--- config.mk ---
export PLATFORM = sky130hd
export DESIGN_NAME = flash_cmd_ctrl
export DESIGN_NICKNAME = d
export VERILOG_FILES = /design/src/rtl/flash_cmd_pkg.sv /design/src/rtl/fcsm_bus_capture.sv /design/src/rtl/fcsm_cmd_decode.sv /design/src/rtl/fcsm_done_track.sv /design/src/rtl/flash_cmd_ctrl.sv
export SDC_FILE = /design/constraint.sdc
export NUM_CORES = 1
export LEC_CHECK = 0
export BUFFER_PORTS_ARGS = -buffer_cell sky130_fd_sc_hd__buf_2
export CAP_MARGIN = 5
export CORE_ASPECT_RATIO = 1.4
export CORE_MARGIN = 2
export CORE_UTILIZATION = 53
export DETAILED_ROUTE_END_ITERATION = 7
export GPL_TIMING_DRIVEN = 0
export PLACE_DENSITY = 0.79
export SKIP_CTS_REPAIR_TIMING = 1
export SLEW_MARGIN = 20
export SYNTH_ARGS = -nofsm -noshare
export SYNTH_HDL_FRONTEND = slang
export SYNTH_SLANG_ARGS = --single-unit
export TNS_END_PERCENT = 5
--- constraint.sdc ---
create_clock -name clk_i -period 3.13 [get_ports clk_i]
set_clock_uncertainty 0.1 [all_clocks]
set_input_delay 0.939 -clock clk_i [delete_from_list [all_inputs] [get_ports clk_i]]
set_output_delay 0.939 -clock clk_i [all_outputs]
set_load 0.03 [all_outputs]
--- src/rtl/flash_cmd_pkg.sv ---
package flash_cmd_pkg;
  typedef enum logic [2:0] {
    ST_IDLE, ST_PROG_SETUP, ST_ERASE_SETUP, ST_PROG_BUSY,
    ST_CANCEL, ST_ERASE_BUSY, ST_SUSP_WAIT, ST_SUSPENDED
  } fsm_state_e;

  typedef enum logic [2:0] {
    CMD_NONE, CMD_RD_ARRAY, CMD_RD_STATUS, CMD_PROG_SETUP,
    CMD_ERASE_SETUP, CMD_CONFIRM, CMD_SUSPEND
  } cmd_kind_e;

  localparam logic [7:0] OP_RD_ARRAY   = 8'hFF;
  localparam logic [7:0] OP_RD_STATUS  = 8'h70;
  localparam logic [7:0] OP_PROG_A     = 8'h40;
  localparam logic [7:0] OP_PROG_B     = 8'h10;
  localparam logic [7:0] OP_ERASE      = 8'h20;
  localparam logic [7:0] OP_CONFIRM    = 8'hD0;
  localparam logic [7:0] OP_SUSPEND    = 8'hB0;
endpackage

--- src/rtl/fcsm_bus_capture.sv ---
module fcsm_bus_capture #(
  parameter int ADDR_W = 19,
  parameter int DATA_W = 16
) (
  input  logic              clk_i,
  input  logic              rst_ni,
  input  logic              ce_ni,
  input  logic              we_ni,
  input  logic [ADDR_W-1:0] addr_i,
  input  logic [DATA_W-1:0] data_i,
  output logic              commit_o,
  output logic [ADDR_W-1:0] addr_o,
  output logic [DATA_W-1:0] data_o
);
  logic wr_act, act_q;

  // write is active only while both strobes are low; first rise ends it
  assign wr_act = ~ce_ni & ~we_ni;

  always_ff @(posedge clk_i or negedge rst_ni) begin
    if (!rst_ni) begin
      act_q  <= 1'b0;
      addr_o <= '0;
      data_o <= '0;
    end else begin
      act_q <= wr_act;
      if (wr_act) begin
        addr_o <= addr_i;
        data_o <= data_i;
      end
    end
  end

  assign commit_o = act_q & ~wr_act;

  AST_COMMIT_SINGLE: assert property (@(posedge clk_i) disable iff (!rst_ni)
    commit_o |=> !commit_o);
  AST_ADDR_HELD: assert property (@(posedge clk_i) disable iff (!rst_ni)
    (!act_q && !wr_act) |=> $stable(addr_o));
endmodule

--- src/rtl/fcsm_cmd_decode.sv ---
module fcsm_cmd_decode
  import flash_cmd_pkg::*;
#(
  parameter int DATA_W = 16
) (
  input  logic [DATA_W-1:0] data_i,
  input  logic              byte_mode_i,
  output cmd_kind_e         kind_o,
  output logic              all_ones_o,
  output logic [DATA_W-1:0] wdata_o
);
  localparam int LO_W = 8;
  logic [LO_W-1:0] code;

  assign code = data_i[LO_W-1:0];

  always_comb begin
    unique case (code)
      OP_RD_ARRAY:           kind_o = CMD_RD_ARRAY;
      OP_RD_STATUS:          kind_o = CMD_RD_STATUS;
      OP_PROG_A, OP_PROG_B:  kind_o = CMD_PROG_SETUP;
      OP_ERASE:              kind_o = CMD_ERASE_SETUP;
      OP_CONFIRM:            kind_o = CMD_CONFIRM;
      OP_SUSPEND:            kind_o = CMD_SUSPEND;
      default:               kind_o = CMD_NONE;
    endcase
  end

  generate
    if (DATA_W > LO_W) begin : g_wide
      logic hi_ones;
      assign hi_ones    = &data_i[DATA_W-1:LO_W];
      assign all_ones_o = (&code) & (byte_mode_i | hi_ones);
      assign wdata_o    = byte_mode_i ? {{(DATA_W-LO_W){1'b0}}, code} : data_i;
    end else begin : g_narrow
      logic unused_mode;
      assign unused_mode = byte_mode_i;
      assign all_ones_o  = &code;
      assign wdata_o     = data_i;
    end
  endgenerate

  always_comb begin
    AST_CANCEL_NEEDS_LOW_FF: assert (!all_ones_o || code == OP_RD_ARRAY);
  end
endmodule

--- src/rtl/fcsm_done_track.sv ---
module fcsm_done_track (
  input  logic clk_i,
  input  logic rst_ni,
  input  logic arm_i,
  input  logic ready_i,
  output logic done_o
);
  logic seen_low_q;

  // ready may still be high for a cycle after a start; wait for it to drop first
  always_ff @(posedge clk_i or negedge rst_ni) begin
    if (!rst_ni)    seen_low_q <= 1'b0;
    else if (arm_i) seen_low_q <= 1'b0;
    else if (!ready_i) seen_low_q <= 1'b1;
  end

  assign done_o = ready_i & seen_low_q & ~arm_i;

  AST_DONE_AFTER_LOW: assert property (@(posedge clk_i) disable iff (!rst_ni)
    (arm_i && ready_i) |=> !done_o);
endmodule

--- src/rtl/flash_cmd_ctrl.sv ---
module flash_cmd_ctrl
  import flash_cmd_pkg::*;
#(
  parameter int ADDR_W = 19,
  parameter int DATA_W = 16
) (
  input  logic              clk_i,
  input  logic              rst_ni,
  input  logic              hw_rst_ni,
  input  logic              ce_ni,
  input  logic              we_ni,
  input  logic              byte_mode_i,
  input  logic [ADDR_W-1:0] addr_i,
  input  logic [DATA_W-1:0] data_i,
  input  logic              ready_i,
  output logic              prog_start_o,
  output logic              erase_start_o,
  output logic              suspend_o,
  output logic              resume_o,
  output logic              abort_o,
  output logic [ADDR_W-1:0] tgt_addr_o,
  output logic [DATA_W-1:0] tgt_data_o,
  output logic              rd_status_o
);
  fsm_state_e        state_q, state_d;
  logic              commit_raw, commit;
  logic [ADDR_W-1:0] cap_addr;
  logic [DATA_W-1:0] cap_data, wdata;
  cmd_kind_e         kind;
  logic              all_ones, done, arm;
  logic              rd_status_d, prog_d, erase_d, susp_d, resume_d, abort_d, load_tgt;
  logic              op_active;

  fcsm_bus_capture #(.ADDR_W(ADDR_W), .DATA_W(DATA_W)) u_cap (
    .clk_i, .rst_ni, .ce_ni, .we_ni, .addr_i, .data_i,
    .commit_o(commit_raw), .addr_o(cap_addr), .data_o(cap_data)
  );

  fcsm_cmd_decode #(.DATA_W(DATA_W)) u_dec (
    .data_i(cap_data), .byte_mode_i, .kind_o(kind),
    .all_ones_o(all_ones), .wdata_o(wdata)
  );

  fcsm_done_track u_trk (
    .clk_i, .rst_ni, .arm_i(arm), .ready_i, .done_o(done)
  );

  assign commit    = commit_raw & hw_rst_ni;
  assign op_active = state_q inside {ST_PROG_BUSY, ST_ERASE_BUSY, ST_SUSP_WAIT, ST_SUSPENDED};

  always_comb begin
    state_d     = state_q;
    rd_status_d = rd_status_o;
    prog_d      = 1'b0;
    erase_d     = 1'b0;
    susp_d      = 1'b0;
    resume_d    = 1'b0;
    abort_d     = 1'b0;
    load_tgt    = 1'b0;
    arm         = 1'b0;
    if (!hw_rst_ni) begin
      state_d     = ST_IDLE;
      rd_status_d = 1'b0;
      abort_d     = op_active;
    end else begin
      unique case (state_q)
        ST_IDLE: if (commit) begin
          unique case (kind)
            CMD_RD_ARRAY:  rd_status_d = 1'b0;
            CMD_RD_STATUS: rd_status_d = 1'b1;
            CMD_PROG_SETUP: begin
              state_d     = ST_PROG_SETUP;
              rd_status_d = 1'b1;
            end
            CMD_ERASE_SETUP: begin
              state_d     = ST_ERASE_SETUP;
              rd_status_d = 1'b1;
            end
            default: ;
          endcase
        end
        ST_PROG_SETUP: if (commit) begin
          rd_status_d = 1'b1;
          if (all_ones) begin
            state_d = ST_CANCEL;
          end else begin
            state_d  = ST_PROG_BUSY;
            prog_d   = 1'b1;
            load_tgt = 1'b1;
            arm      = 1'b1;
          end
        end
        ST_ERASE_SETUP: if (commit) begin
          rd_status_d = 1'b1;
          if (kind == CMD_CONFIRM) begin
            state_d  = ST_ERASE_BUSY;
            erase_d  = 1'b1;
            load_tgt = 1'b1;
            arm      = 1'b1;
          end else begin
            state_d = ST_IDLE;
          end
        end
        ST_PROG_BUSY: if (done) state_d = ST_IDLE;
        ST_CANCEL:    if (ready_i) state_d = ST_IDLE;
        ST_ERASE_BUSY: begin
          if (done) begin
            state_d = ST_IDLE;
          end else if (commit && kind == CMD_SUSPEND) begin
            state_d = ST_SUSP_WAIT;
            susp_d  = 1'b1;
          end
        end
        ST_SUSP_WAIT: if (ready_i) state_d = ST_SUSPENDED;
        ST_SUSPENDED: if (commit) begin
          unique case (kind)
            CMD_RD_ARRAY:  rd_status_d = 1'b0;
            CMD_RD_STATUS: rd_status_d = 1'b1;
            CMD_CONFIRM: begin
              state_d     = ST_ERASE_BUSY;
              rd_status_d = 1'b1;
              resume_d    = 1'b1;
              arm         = 1'b1;
            end
            default: ;
          endcase
        end
        default: state_d = ST_IDLE;
      endcase
    end
  end

  always_ff @(posedge clk_i or negedge rst_ni) begin
    if (!rst_ni) begin
      state_q       <= ST_IDLE;
      rd_status_o   <= 1'b0;
      prog_start_o  <= 1'b0;
      erase_start_o <= 1'b0;
      suspend_o     <= 1'b0;
      resume_o      <= 1'b0;
      abort_o       <= 1'b0;
      tgt_addr_o    <= '0;
      tgt_data_o    <= '0;
    end else begin
      state_q       <= state_d;
      rd_status_o   <= rd_status_d;
      prog_start_o  <= prog_d;
      erase_start_o <= erase_d;
      suspend_o     <= susp_d;
      resume_o      <= resume_d;
      abort_o       <= abort_d;
      if (load_tgt) begin
        tgt_addr_o <= cap_addr;
        tgt_data_o <= wdata;
      end
    end
  end

  AST_ONE_REQUEST: assert property (@(posedge clk_i) disable iff (!rst_ni)
    $onehot0({prog_start_o, erase_start_o, suspend_o, resume_o, abort_o}));
  AST_PROG_AFTER_SETUP: assert property (@(posedge clk_i) disable iff (!rst_ni)
    prog_start_o |-> $past(state_q == ST_PROG_SETUP));
  AST_NO_PROG_ON_ONES: assert property (@(posedge clk_i) disable iff (!rst_ni)
    (state_q == ST_PROG_SETUP && commit && all_ones) |=> !prog_start_o);
  AST_ERASE_CONFIRMED: assert property (@(posedge clk_i) disable iff (!rst_ni)
    erase_start_o |-> $past(kind == CMD_CONFIRM && state_q == ST_ERASE_SETUP));
  AST_PROG_BUSY_QUIET: assert property (@(posedge clk_i) disable iff (!rst_ni)
    (state_q == ST_PROG_BUSY && hw_rst_ni) |=> (!erase_start_o && !suspend_o && rd_status_o));
  AST_SUSP_FROM_ERASE: assert property (@(posedge clk_i) disable iff (!rst_ni)
    suspend_o |-> $past(state_q == ST_ERASE_BUSY));
  AST_RESUME_FROM_SUSP: assert property (@(posedge clk_i) disable iff (!rst_ni)
    resume_o |-> $past(state_q == ST_SUSPENDED));
  AST_ABORT_ON_PIN: assert property (@(posedge clk_i) disable iff (!rst_ni)
    abort_o |-> ($past(!hw_rst_ni) && !rd_status_o));
endmodule

==> summary.md <==
| Metric | Value |
|---|---|
| Synth warn | 0 |
| Count of boundary I/O pins | 83 |
| Final hold viol count | 0 |
| Met3 Usage GRT | 6.20% |
| Fill cell count | 503 |
| Post-Syn Area | 0.00353 mm² |
| Initial DRC count | just over 200 |
| DPL Wire Length | 5230 µm |
| TritonCTS clock tree | done |
| Setup TNS | 0 ns |
| Cts bufs inserted | 9 |
| Critical Path, Cell by Cell | or4_1 > or4_4 > a32o_1 > a221oi_2 > nor2_1 > a211oi_1 |
| Leakage | around 2.2 nW |
| Slew @ Worst Pin | 0.973 ns |
| # clock sinks | 81 |
| Maximum operating frequency | 355 MHz |
| Final net count | between 300 and 400 |
| Post-synth net total | between 300 and 400 |
| Synthesized area per cell | ~13 µm² |
| Critical Path Max Stage Delay | roughly 0.58 ns |
| GR Util met2 | a little over a third |
| Power density cells | 597 mW/mm² |
| Core area | around 0.0065 mm² |
| IO buf count | 82 |
| Die Ht | approximately 100 µm |
| Final antenna-violating net count | 0 |
| Tmin final | between 2 and 3 ns |
| Die Area | approximately 0.0073 mm² |
| Starting Density | between 50% and 60% |
| Final setup fails | 0 |
| Flops & latches, synth | 81 |
| CTS max path bufs | 2 |
| First-pass iteration count of the detailed router | 4 |
| Cell variety after synth | 42 |
| Final period util | 90.0% |
| Clk Latency, worst-skew pair | around 0.36 ns |
| Die W | 73.0 µm |
| Grt peak-use layer | met2 |
| Detailed-route vias per instance | around 5.6 |
| Layout cells sized above 1 | between 40% and 50% |
| Run status | complete, no violations |
| Design Power | 2.56 mW |
| Diode count | 0 |
| Ranking of synthesized cells by area | dfrtp_1 (57%), mux2_2 (12%), mux2_4 (9.4%), o21ai_0 (2.6%), nand2_1 (2.1%) |
| Sequential area share after synthesis | a little under three fifths |
| Fin. max-slew vios | 0 |
| Area Overhead vs Synth | 21.5% |
| Antenna violations before repair | 0 |
| Placer Congestion | 0.843 |
| Commonest cells in the synthesized netlist | dfrtp_1 (81), mux2_2 (38), mux2_4 (22) |
| Post-synth EDFFs | 0 |
| Slew margin rel. | between 30% and 40% |
| First-pass GRT wire length | around 12,000 µm |
| WP data required | about 3.3 ns |
| Wire per inst | about 17 µm |
| Critical Path Slowest Stage Cell | or4_1 |
| Vias in the first global route | 2,388 |
| Wirelength, routed | between 7000 and 8000 µm |
| VDD IR-drop max | roughly 0.4 mV |
| Hold/Removal Path Class | flop to flop |
| CP startpoint kind | flop |
| GR Layer Usage met1 | 24.6% |
| CP endpoint kind | flop |
| CTS root buf | clkbuf_8 |
| Global Route Usage Sum | between 20% and 30% |
| Crit path DAT | between 2 and 3 ns |
| Residual DRC count | 0 |
| Syn Inst Count | between 200 and 300 |
| Most numerous cell in the Yosys netlist | dfrtp_1 |
| Vias | ~2,400 |
| Pin count of the biggest net entering global routing | 56 |
| Worst-path clk slew | about 0.09 ns |
| Crit-path max FO | 5 |
| Yosys top cell by area | dfrtp_1 |
| H-tree depth | 3 |
| Overflow after GRT | 0 |
| Maxcap violations | 0 |
| Rows | 35 |
| Critical path class | flop to flop |
| Fraction of registers with async set/reset | 100% |
| RSZ-0062 raised after global routing | no |
| Ys flop type | dfrtp_1 |
| Post-synth top area share | between 50% and 60% |
## layout make-up
cell class | instances | area (µm²) | area share (%)
clock inverter | 7 | 103 | 2.39
timing repair buffer | 83 | 440 | 10.3
inverter | 5 | 18.8 | 0.437
buffer | 14 | 101 | 2.36
sequential | 81 | 2030 | 47.2
clock buffer | 9 | 124 | 2.89
multi-input combinational | 162 | 1390 | 32.3
tap | 74 | 92.6 | 2.16
## logic make-up after synthesis
logic type,Yosys count,synth area share (%)
DFF,81,57.4
and+or+nand+nor,61,9.78
muxes,61,21.8
AOI/OAI and AO/OA,39,7.44
buffers and inverters,19,3.40
xor gates and xnor gates,1,0.248
## metal layers
layer	up-vias	part of all wire (%)	wire (µm)
li1	1133	-	-
met1	1202	39	2800
met5	-	0	0
met4	0	2.0	148
met3	14	4.6	333
met2	77	55	3950
## report_power, final
part           internal [mW]  switching, mW
registers               1.17         0.0769
clock network          0.459          0.402
logic                  0.200          0.256
total                   1.83          0.734
## registers in the layout, indices dropped and copies added, names as in the netlist
register and flops:
abort_o 1, state_q 3, prog_start_o 1, u_cap.data_o 16, resume_o 1, rd_status_o 1, u_cap.addr_o 19, u_trk.seen_low_q 1
tgt_data_o 16, suspend_o 1, u_cap.act_q 1, erase_start_o 1, tgt_addr_o 19
## placed cells by master, fill, tap and decap left out, types with 2 or more instances in the layout
| cell | n |
|---|---|
| buf_12 | 2 |
| clkinv_4 | 2 |
| buf_6 | 2 |
| o21ai_0 | 18 |
| and2_1 | 2 |
| nand2_1 | 20 |
| clkbuf_8 | 9 |
| nor2_1 | 10 |
| and4b_1 | 2 |
| and4_1 | 3 |
| a211oi_1 | 2 |
| nor3_1 | 2 |
| nand3_1 | 2 |
| mux2_4 | 22 |
| o2111ai_1 | 2 |
| nor4_1 | 2 |
| mux2_2 | 38 |
| a311oi_1 | 3 |
| inv_1 | 5 |
| nand2b_1 | 8 |
| a31oi_1 | 3 |
| clkbuf_1 | 9 |
| buf_2 | 82 |
| a21oi_1 | 4 |
| bufinv_16 | 2 |
| dfrtp_1 | 81 |
## path summary, 6_finish.rpt
check,to,slack [ns],startpoint,cells after the start
setup reg to reg,state_q[0]$_DFFE_PN0P_,0.31,u_cap.data_o[1]$_DFFE_PN0P_,6
max in group asynchronous,tgt_addr_o[2]$_DFFE_PN0P_,1.97,rst_ni,2
min in group asynchronous,tgt_data_o[0]$_DFFE_PN0P_,0.39,rst_ni,1
hold reg to reg,tgt_data_o[8]$_DFFE_PN0P_,0.38,tgt_data_o[8]$_DFFE_PN0P_,2
setup / recovery,state_q[0]$_DFFE_PN0P_,0.31,u_cap.data_o[1]$_DFFE_PN0P_,6
hold / removal,tgt_data_o[8]$_DFFE_PN0P_,0.38,tgt_data_o[8]$_DFFE_PN0P_,2
## per-stage QoR
step / setup WS, ns / area (µm²) / hold slack, ns / cells / utilization [%]
global route: 0.219 / 4290 / 0.397 / 435 / 65.8
detailed placement: 0.151 / 4070 / 0.382 / 419 / 62.3
floorplan: 0.551 / 3530 / 0.377 / 262 / -
finish: 0.313 / 4290 / 0.380 / 435 / 65.8
global placement: 0.200 / 4040 / 0.360 / 418 / 61.8
CTS: 0.337 / 4290 / 0.386 / 435 / 65.8
## critical path, delay by kind of cell, from the launching register on
family	cells	cell delay, ns
DFF	1	0.42
and+or+nand+nor	3	1.25
AOI/OAI and AO/OA	3	0.93
(Power assumes the default switching activity.)
